==> config.mk <==
export PLATFORM = sky130hd
export DESIGN_NAME = tlbreg_top
export DESIGN_NICKNAME = d
export VERILOG_FILES = /design/src/rtl/tlbreg_pkg.sv /design/src/rtl/tlbreg_decode.sv /design/src/rtl/tlbreg_entries.sv /design/src/rtl/tlbreg_search_fsm.sv /design/src/rtl/tlbreg_top.sv
export SDC_FILE = /design/constraint.sdc
export NUM_CORES = 2
export LEC_CHECK = 0
export BUFFER_PORTS_ARGS = -buffer_cell sky130_fd_sc_hd__buf_2
export CAP_MARGIN = 20
export CORE_MARGIN = 2
export CORE_UTILIZATION = 57
export CTS_CLUSTER_SIZE = 16
export DETAILED_ROUTE_END_ITERATION = 8
export PLACE_DENSITY_LB_ADDON = 0.2
export SLEW_MARGIN = 40
export SYNTH_ARGS = -nofsm -noshare
export SYNTH_HDL_FRONTEND = slang
export SYNTH_HIERARCHICAL = 1
export SYNTH_SLANG_ARGS = --single-unit
==> constraint.sdc <==
create_clock -name clk -period 2.4 [get_ports clk]
set_input_delay 0.36 -clock clk [delete_from_list [all_inputs] [get_ports clk]]
set_output_delay 0.36 -clock clk [all_outputs]
set_load 0.005 [all_outputs]
==> src/rtl/tlbreg_pkg.sv <==
package tlbreg_pkg;
    typedef enum logic [2:0] {
        RG_LO   = 3'd0,
        RG_HI   = 3'd1,
        RG_IDX  = 3'd2,
        RG_PID  = 3'd3,
        RG_ZONE = 3'd4,
        RG_SRCH = 3'd5
    } reg_code_e;

    typedef enum logic {
        S_IDLE = 1'b0,
        S_WAIT = 1'b1
    } srch_state_e;

    typedef struct packed {
        logic we_idx;
        logic we_hi;
        logic we_lo;
        logic we_pid;
        logic we_zone;
        logic start;
        logic re_idx;
        logic re_hi;
        logic re_lo;
        logic re_pid;
        logic re_zone;
    } dec_t;
endpackage

==> src/rtl/tlbreg_decode.sv <==
module tlbreg_decode
    import tlbreg_pkg::*;
(
    input  logic       cfg_mmu_on,
    input  logic [1:0] cfg_access,
    input  logic       acc_valid,
    input  logic       acc_write,
    input  logic       acc_ext,
    input  logic [2:0] acc_reg,
    input  logic       busy,
    output dec_t       dec
);
    logic base_ok;
    logic priv_wr;
    logic rd_ok;
    logic ext_ok;

    always_comb begin
        base_ok = acc_valid && cfg_mmu_on && (cfg_access != 2'd0) && !busy;
        priv_wr = cfg_access[1];
        rd_ok   = cfg_access[0];
        ext_ok  = !acc_ext || (acc_reg == RG_LO);
        dec     = '0;
        if (base_ok && ext_ok) begin
            if (acc_write) begin
                case (acc_reg)
                    RG_IDX:  dec.we_idx  = 1'b1;
                    RG_HI:   dec.we_hi   = 1'b1;
                    RG_LO:   dec.we_lo   = 1'b1;
                    RG_PID:  dec.we_pid  = priv_wr;
                    RG_ZONE: dec.we_zone = priv_wr;
                    RG_SRCH: dec.start   = priv_wr;
                    default: dec         = '0;
                endcase
            end else begin
                case (acc_reg)
                    RG_IDX:  dec.re_idx  = 1'b1;
                    RG_HI:   dec.re_hi   = rd_ok;
                    RG_LO:   dec.re_lo   = rd_ok;
                    RG_PID:  dec.re_pid  = rd_ok;
                    RG_ZONE: dec.re_zone = rd_ok;
                    default: dec         = '0;
                endcase
            end
        end
    end
endmodule

==> src/rtl/tlbreg_entries.sv <==
module tlbreg_entries #(
    parameter int ENTRIES = 16,
    parameter int DW      = 32,
    parameter int TID_W   = 8,
    localparam int IDX_W  = $clog2(ENTRIES)
) (
    input  logic               clk,
    input  logic               rst_n,
    input  logic [IDX_W-1:0]   sel,
    input  logic               hi_we,
    input  logic               lo_we,
    input  logic               lo_upper,
    input  logic [DW-1:0]      wdata,
    input  logic [TID_W-1:0]   tid_in,
    output logic [DW-1:0]      tag_rd,
    output logic [2*DW-1:0]    data_rd,
    output logic [TID_W-1:0]   tid_rd
);
    logic [DW-1:0]    tag_q  [ENTRIES];
    logic [2*DW-1:0]  data_q [ENTRIES];
    logic [TID_W-1:0] tid_q  [ENTRIES];

    for (genvar e = 0; e < ENTRIES; e++) begin : g_ent
        logic hit_sel;
        assign hit_sel = (sel == IDX_W'(e));

        always_ff @(posedge clk or negedge rst_n) begin
            if (!rst_n) begin
                tag_q[e] <= '0;
                tid_q[e] <= '0;
            end else if (hi_we && hit_sel) begin
                tag_q[e] <= wdata;
                tid_q[e] <= tid_in;
            end
        end

        always_ff @(posedge clk or negedge rst_n) begin
            if (!rst_n) begin
                data_q[e] <= '0;
            end else if (lo_we && hit_sel) begin
                if (lo_upper) data_q[e][2*DW-1:DW] <= wdata;
                else          data_q[e][DW-1:0]    <= wdata;
            end
        end
    end

    assign tag_rd  = tag_q[sel];
    assign data_rd = data_q[sel];
    assign tid_rd  = tid_q[sel];
endmodule

==> src/rtl/tlbreg_search_fsm.sv <==
module tlbreg_search_fsm
    import tlbreg_pkg::*;
#(
    parameter int PAGE_W = 22
) (
    input  logic              clk,
    input  logic              rst_n,
    input  logic              start,
    input  logic [PAGE_W-1:0] page_in,
    input  logic              done,
    input  logic              hit,
    output logic              busy,
    output logic              req,
    output logic [PAGE_W-1:0] page_out,
    output logic              hit_upd,
    output logic              miss_upd
);
    srch_state_e state_q, state_d;

    always_comb begin
        state_d = state_q;
        unique case (state_q)
            S_IDLE: if (start) state_d = S_WAIT;   // launch
            S_WAIT: if (done)  state_d = S_IDLE;   // resolve
        endcase
    end

    always_ff @(posedge clk or negedge rst_n) begin
        if (!rst_n) state_q <= S_IDLE;
        else        state_q <= state_d;
    end

    always_ff @(posedge clk or negedge rst_n) begin
        if (!rst_n)                           page_out <= '0;
        else if (state_q == S_IDLE && start)  page_out <= page_in;
    end

    always_comb begin
        busy     = 1'b0;
        req      = 1'b0;
        hit_upd  = 1'b0;
        miss_upd = 1'b0;
        unique case (state_q)
            S_IDLE: ;
            S_WAIT: begin
                busy     = 1'b1;
                req      = 1'b1;
                hit_upd  = done && hit;
                miss_upd = done && !hit;
            end
        endcase
    end
endmodule

==> src/rtl/tlbreg_top.sv <==
module tlbreg_top
    import tlbreg_pkg::*;
#(
    parameter int ENTRIES  = 16,
    parameter int DW       = 32,
    parameter int TID_W    = 8,
    parameter int PAGE_LSB = 10,
    localparam int IDX_W   = $clog2(ENTRIES),
    localparam int PAGE_W  = DW - PAGE_LSB
) (
    input  logic              clk,
    input  logic              rst_n,
    input  logic              cfg_mmu_on,
    input  logic [1:0]        cfg_access,
    input  logic              acc_valid,
    input  logic              acc_write,
    input  logic              acc_ext,
    input  logic [2:0]        acc_reg,
    input  logic [DW-1:0]     acc_wdata,
    output logic [DW-1:0]     acc_rdata,
    output logic              busy,
    output logic              srch_valid,
    output logic [PAGE_W-1:0] srch_page,
    input  logic              srch_done,
    input  logic              srch_hit,
    input  logic [IDX_W-1:0]  srch_index,
    output logic [TID_W-1:0]  pid_o,
    output logic [DW-1:0]     zone_o
);
    dec_t              dec;
    logic [DW-1:0]     tlbx_q;
    logic [DW-1:0]     pid_q;
    logic [DW-1:0]     zone_q;
    logic [DW-1:0]     rdata_q;
    logic [DW-1:0]     rd_val;
    logic [DW-1:0]     tag_rd;
    logic [2*DW-1:0]   data_rd;
    logic [TID_W-1:0]  tid_rd;
    logic              hit_upd;
    logic              miss_upd;

    tlbreg_decode u_dec (
        .cfg_mmu_on (cfg_mmu_on),
        .cfg_access (cfg_access),
        .acc_valid  (acc_valid),
        .acc_write  (acc_write),
        .acc_ext    (acc_ext),
        .acc_reg    (acc_reg),
        .busy       (busy),
        .dec        (dec)
    );

    tlbreg_entries #(.ENTRIES(ENTRIES), .DW(DW), .TID_W(TID_W)) u_ent (
        .clk      (clk),
        .rst_n    (rst_n),
        .sel      (tlbx_q[IDX_W-1:0]),
        .hi_we    (dec.we_hi),
        .lo_we    (dec.we_lo),
        .lo_upper (acc_ext),
        .wdata    (acc_wdata),
        .tid_in   (pid_q[TID_W-1:0]),
        .tag_rd   (tag_rd),
        .data_rd  (data_rd),
        .tid_rd   (tid_rd)
    );

    tlbreg_search_fsm #(.PAGE_W(PAGE_W)) u_fsm (
        .clk      (clk),
        .rst_n    (rst_n),
        .start    (dec.start),
        .page_in  (acc_wdata[DW-1:PAGE_LSB]),
        .done     (srch_done),
        .hit      (srch_hit),
        .busy     (busy),
        .req      (srch_valid),
        .page_out (srch_page),
        .hit_upd  (hit_upd),
        .miss_upd (miss_upd)
    );

    // index register: lookup result outranks software (never coincident)
    always_ff @(posedge clk or negedge rst_n) begin
        if (!rst_n) begin
            tlbx_q <= '0;
        end else if (hit_upd) begin
            tlbx_q <= DW'(srch_index);
        end else if (miss_upd) begin
            tlbx_q[DW-1] <= 1'b1;
        end else if (dec.we_idx) begin
            tlbx_q[DW-2:0] <= acc_wdata[DW-2:0];
        end
    end

    always_ff @(posedge clk or negedge rst_n) begin
        if (!rst_n)          pid_q <= '0;
        else if (dec.re_hi)  pid_q <= DW'(tid_rd);
        else if (dec.we_pid) pid_q <= acc_wdata;
    end

    always_ff @(posedge clk or negedge rst_n) begin
        if (!rst_n)           zone_q <= '0;
        else if (dec.we_zone) zone_q <= acc_wdata;
    end

    always_comb begin
        rd_val = '0;
        if (dec.re_idx)  rd_val = tlbx_q;
        if (dec.re_hi)   rd_val = tag_rd;
        if (dec.re_lo)   rd_val = acc_ext ? data_rd[2*DW-1:DW] : data_rd[DW-1:0];
        if (dec.re_pid)  rd_val = pid_q;
        if (dec.re_zone) rd_val = zone_q;
    end

    always_ff @(posedge clk or negedge rst_n) begin
        if (!rst_n)                       rdata_q <= '0;
        else if (acc_valid && !acc_write) rdata_q <= rd_val;
    end

    assign acc_rdata = rdata_q;
    assign pid_o     = pid_q[TID_W-1:0];
    assign zone_o    = zone_q;
endmodule

# Word-level counts from Yosys, hierarchy flattened
# Index checks and enable logic that the tools add are counted.
# word_totals
regBits	1815
input_bits	49
output_inout_bits	96
elab_cells	219
# op_classes
order_cmp	1
n_eq_ne	21
muxes	39
bitwise	3
reduce_logical	84
# op_table
operator	n
32-bit two-way mux	11
64-bit binary-select mux with 4-bit select	1
32-bit binary-select mux with 4-bit select	1
64-bit two-way mux	2
2-bit AND reduction	33
31-bit two-way mux	2
1-bit logical AND	40
8-bit binary-select mux with 4-bit select	1
4-bit equality test, second input constant	8
11-bit two-way mux	2
4-bit by 3-bit equality test with 1-bit output, second input constant	4
1-bit two-way mux	16
8-bit two-way mux	2
4-bit by 2-bit equality test with 1-bit output, second input constant	2
2-bit nonzero test	4
3-bit by 2-bit equality test with 1-bit output, second input constant	2
3-bit equality test, second input constant	2
5-bit greater-or-equal comparator, second input constant	1
4-bit inverter with 5-bit output	1
4-bit by 1-bit equality test with 1-bit output, second input constant	1
1-bit zero test	4
4-bit zero test	1
3-bit by 1-bit equality test with 1-bit output, second input constant	1
3-bit zero test	1
4 further kinds	5

# Longest topological paths before layout
# depth
ltp_word	10
mapped_depth	10
depth_no_buf	6

# By module
# Netlist, hierarchy kept.
# by_module_without_submodules
module	instances	cells_each	area_per_inst_um2	seq_area_each_um2
tlbreg_entries	1	4599	74321.3	41639.9
tlbreg_top	1	664	6608.8	3203.1
tlbreg_search_fsm	1	55	987.2	575.6
tlbreg_decode	1	24	170.2	0.0

# Worst setup path after synthesis
# Ideal clock, no wire load.
# synth_path
path_type	register -> register
startpoint	register tlbx_q[0]
endpoint	register rdata_q[30], in the netlist acc_rdata[30]
arrival_ns	2.418
slack_ns	-0.144
path_stages_with_launch	9
period_less_slack_ns	2.544
path_cell_list	dfrtp_1 -> buf_2 -> clkbuf_1 -> buf_2 -> mux4_2 -> a22oi_1 -> nand2_1 -> a221o_1 -> a221o_1
# synth_via
elab_chain_cells	8
# synth_lines
element	line_no	source
start: declaration	tlbreg_top.sv:31	logic [DW-1:0] tlbx_q;
start signal: assignment	tlbreg_top.sv:86	tlbx_q <= DW'(srch_index);
start signal: indexed assignment	tlbreg_top.sv:90	tlbx_q[DW-2:0] <= acc_wdata[DW-2:0];
4-bit inverter with 5-bit output (implied by the code)	tlbreg_entries.sv:47	assign tag_rd = tag_q[sel];
32-bit binary-select mux with 4-bit select	tlbreg_entries.sv:47	
32-bit two-way mux (implied by the code) (2 in a row)	tlbreg_entries.sv:47	
named net tag_rd[30]	tlbreg_top.sv:36	logic [DW-1:0] tag_rd;
32-bit two-way mux	tlbreg_top.sv:108	if (dec.re_hi) rd_val = tag_rd;
32-bit two-way mux	tlbreg_top.sv:109	if (dec.re_lo) rd_val = acc_ext ? data_rd[2*DW-1:DW] : data_rd[DW-1:0];
32-bit two-way mux	tlbreg_top.sv:110	if (dec.re_pid) rd_val = pid_q;
32-bit two-way mux	tlbreg_top.sv:111	if (dec.re_zone) rd_val = zone_q;
end signal: assignment	tlbreg_top.sv:116	else if (acc_valid && !acc_write) rdata_q <= rd_val;
end: declaration	tlbreg_top.sv:34	logic [DW-1:0] rdata_q;
# The timed path passes the listed nets, and every way through them passes these cells. The select of a mux whose other input is x is not followed.
# A chain may end at the register's enable or synchronous reset.

# Final worst setup path
# layout_path
startpoint	register tlbx_q[0]
endpoint	register rdata_q[16], in the netlist acc_rdata[16]
# The elaborated chain is that of the path after synthesis.

==> impl_metrics.py <==
metrics = {
    "synthesis": {
        "avgSynthCellArea_sq_um": 15.4,
        "ys_seq_area_frac": 0.553,
        "async_flop_share": 1.00,
        "synth_flop_cell": "dfrtp_1",
        "syn_area_sq_mm": 0.0821,
        "yosysTopAreaCellShare": 0.553,
        "synthTopCellsByCount": "dfrtp_1, mux2_2, mux4_2, clkbuf_1, nand2_1",
        "syn-num-nets": 5391,
        "synth-seq-cells": 1815,
        "yosysWarnings": 6,
        "post-synth-top-count-cell": "dfrtp_1",
        "synth_edf_count": 0,
        "synth.distinct_cells": 46,
        "synth.area.top_cells": "dfrtp_1, mux2_2, mux4_2, a22oi_1, clkbuf_1",
        "synthCells": 5342,
        "synth_top_area_cell": "dfrtp_1",
    },
    "grt": {
        "grt_pass1_vias": 52463,
        "antenna_found_initial": 2,
        "grt_max_degree": 103,
        "grt_first_pass_wirelength_mm": 340,
        "grt_usage": 0.310,
        "overflow": 0,
    },
    "critical_path": {
        "worst_r2r_path_depth": 10,
        "worstSetupEndpointType": "register",
        "cp-start-kind": "register",
        "r2r_slack_ns": -0.21,
        "criticalPathCategory": "reg -> reg",
        "required_ns": 3.11,
        "cp_max_fo": 6,
        "critPathArrivalTime_ns": 3.32,
        "timing.rr.start": "tlbx_q[0]",
        "rr_endpoint": "acc_rdata[16]",
    },
    "die": {
        "die_w_um": 383,
        "std_cell_rows": 139,
        "core_area_sq_mm": 0.143,
        "ios": 145,
        "dieHeight_um": 383,
        "start_util": 0.573,
        "die_area_sq_mm": 0.147,
    },
    "timing": {
        "rsz0062_at_grt": "yes",
        "hold_violations": 0,
        "setup_slack_ns": -0.207,
        "setup_tns_ns": -14.64,
        "fin_crit_sh": 1.09,
        "drv_slew": 0,
        "setup_viol": 335,
        "skew_ns": 0.0295,
        "fin_crit_ns": 2.61,
        "max_freq_mhz": 384,
        "slew_headroom": 0.440,
        "worst-slew-pin-transition_ns": 0.840,
    },
    "drt": {
        "drc_errors": 0,
        "wl_mm": 238,
        "routedWlPerCell_um": 30.4,
        "met2_length_mm": 113,
        "wl_met3_mm": 17.5,
        "drt_iter0_drc": 4563,
        "dr_total_vias": 50727,
        "vias_per_cell": 6.49,
        "dr.max_layer_used": "met5",
        "ant_nets": 0,
        "dr.pass1.iters": 5,
        "wl_met1_mm": 99.3,
    },
    "cts": {
        "clkSinkCount": 1815,
        "cts-root-buf": "clkbuf_16",
        "clock_latency_ns": 0.84,
        "clockBufferDepth": 3,
        "clkTransAtPathRegs_ns": 0.06,
        "cts_tree": "built",
        "htreeDepth": 4,
        "cts_buffers": 186,
    },
    "hold_path": {
        "hold_path_class": "in -> reg",
        "holdPathEnd": "zone_o[25]",
        "hp-start": "acc_wdata[25]",
        "min_path_cells": 3,
    },
    "layout": {
        "layoutNonFillerInstCount": 7822,
        "nets": 5824,
        "drive_above_1_share": 0.583,
        "area_delta_synth_final_pct": 21.4,
    },
    "status": {
        "violations": "negative setup slack",
        "status": "finished, violations left",
    },
    "run": {
        "drv_cap": 0,
    },
    "placed_design": {
        "globalplace.congestion": 0.816,
        "portBuffers": 144,
        "detailed_place_hpwl_mm": 141,
        "dp_cells": 7332,
    },
    "pwr": {
        "pwr_density_cell_mw_per_mm2": 691,
        "ir_worst_vdd_v": 0.000643,
        "p_leak_nw": 47.5,
    },
}
[metal layers]
| layer | track usage | vias up |
|---|---|---|
| met5 | 0 | - |
| met4 | 0.0969 | 2 |
| met3 | 0.0582 | 424 |
| met2 | 0.495 | 1949 |
| met1 | 0.437 | 27618 |
| li1 | - | 20734 |
[stage by stage]
step,instance area [sq um],power (mW),util,setup WS [ns],hold WS (ns)
after global routing,99700,71.1,0.695,-0.268,0.0481
final,99700,68.9,0.695,-0.207,0.0544
after global placement,89200,39.5,0.622,-0.320,0.397
after CTS,96300,68.5,0.672,-0.220,0.00199
after detailed placement,89200,39.7,0.622,-0.336,0.394
after floorplan,82100,35.8,-,-0.101,0.0644
[state kept, by name (all words and copies together) (netlist names)]
signal,cells
u_ent/data_q,1024
u_ent/tag_q,512
u_ent/tid_q,128
acc_rdata,32
pid_q,32
tlbx_q,32
zone_o,32
u_fsm/page_out,22
u_fsm/state_q,1
[placed cells by master, fill, tap and decap left out, types with 5 or more instances in the layout]
| master | count |
|---|---|
| mux2_4 | 187 |
| o21ai_0 | 41 |
| nor2_4 | 30 |
| inv_6 | 6 |
| clkinv_8 | 6 |
| mux2_2 | 1478 |
| clkbuf_8 | 44 |
| a221oi_2 | 29 |
| inv_1 | 35 |
| nor2b_4 | 8 |
| buf_2 | 142 |
| a22oi_1 | 92 |
| mux2_1 | 21 |
| nor2_1 | 59 |
| buf_8 | 5 |
| o22ai_2 | 30 |
| mux2i_2 | 14 |
| buf_16 | 22 |
| a21oi_1 | 28 |
| clkbuf_16 | 234 |
| a22oi_2 | 116 |
| buf_4 | 312 |
| mux2i_1 | 51 |
| nand2_1 | 172 |
| dlygate4sd3_1 | 10 |
| a221oi_1 | 34 |
| nand2_8 | 5 |
| buf_6 | 41 |
| buf_12 | 216 |
| dfrtp_1 | 1813 |
| clkbuf_1 | 51 |
| nand2_2 | 43 |
| clkinv_2 | 26 |
| mux4_2 | 416 |
| a221o_1 | 33 |
[power breakdown]
part	switching, mW	total (mW)	internal, mW
Clock	12.2	28.4	16.2
Combinational	4.82	8.74	3.91
Sequential	0.515	31.7	31.2
[layout make-up]
cell class | count | area [sq um]
sequential | 1815 | 45400
inverter | 35 | 131
timing repair buffer | 794 | 9770
clock buffer | 283 | 5500
tap | 1903 | 2380
multi-input combinational | 2943 | 36000
fill | 9368 | 43700
antenna | 1 | 2.50
clock inverter | 48 | 483
[how the worst max path moves through the flow]
stage / start / to / slack [ns] / cells after the start
floorplan: tlbx_q[0] / acc_rdata[30] / -0.10 / 8
global placement: tlbx_q[0] / acc_rdata[20] / -0.32 / 9
detailed placement: tlbx_q[0] / acc_rdata[20] / -0.34 / 9
CTS: tlbx_q[0] / acc_rdata[8] / -0.22 / 9
global route: tlbx_q[0] / acc_rdata[27] / -0.27 / 10
finish: tlbx_q[0] / acc_rdata[16] / -0.21 / 10
[timing repair]
action,CTS,global route
setup endpoints to repair,272,527
resized for setup,125,383
buffers inserted,24,68
endpoints found under the hold margin,216,0
hold buffers,10,0
cloned,8,52
pin swaps,13,116
[kinds of logic (layout without fill, tap and decap cells)]
group / Yosys count / count (layout) / synth area share
flops: 1815 / 1815 / 0.553
buf+inv: 584 / 1160 / 0.0333
mux: 2170 / 2170 / 0.355
other cells: 0 / 1 / 0
compound gates: 409 / 409 / 0.0390
simple gates: 364 / 364 / 0.0198
[worst max-delay path, stage by stage (launching register included)]
cell      delay [ns]
dfrtp_4         0.46
buf_12          0.15
buf_12          0.18
buf_12          0.15
buf_6           0.14
mux4_2          0.51
a22oi_2         0.19
nand2_2         0.09
a221oi_2        0.31
buf_4           0.22
o22ai_2         0.09
No activity file was read; power rests on OpenSTA's default activity.
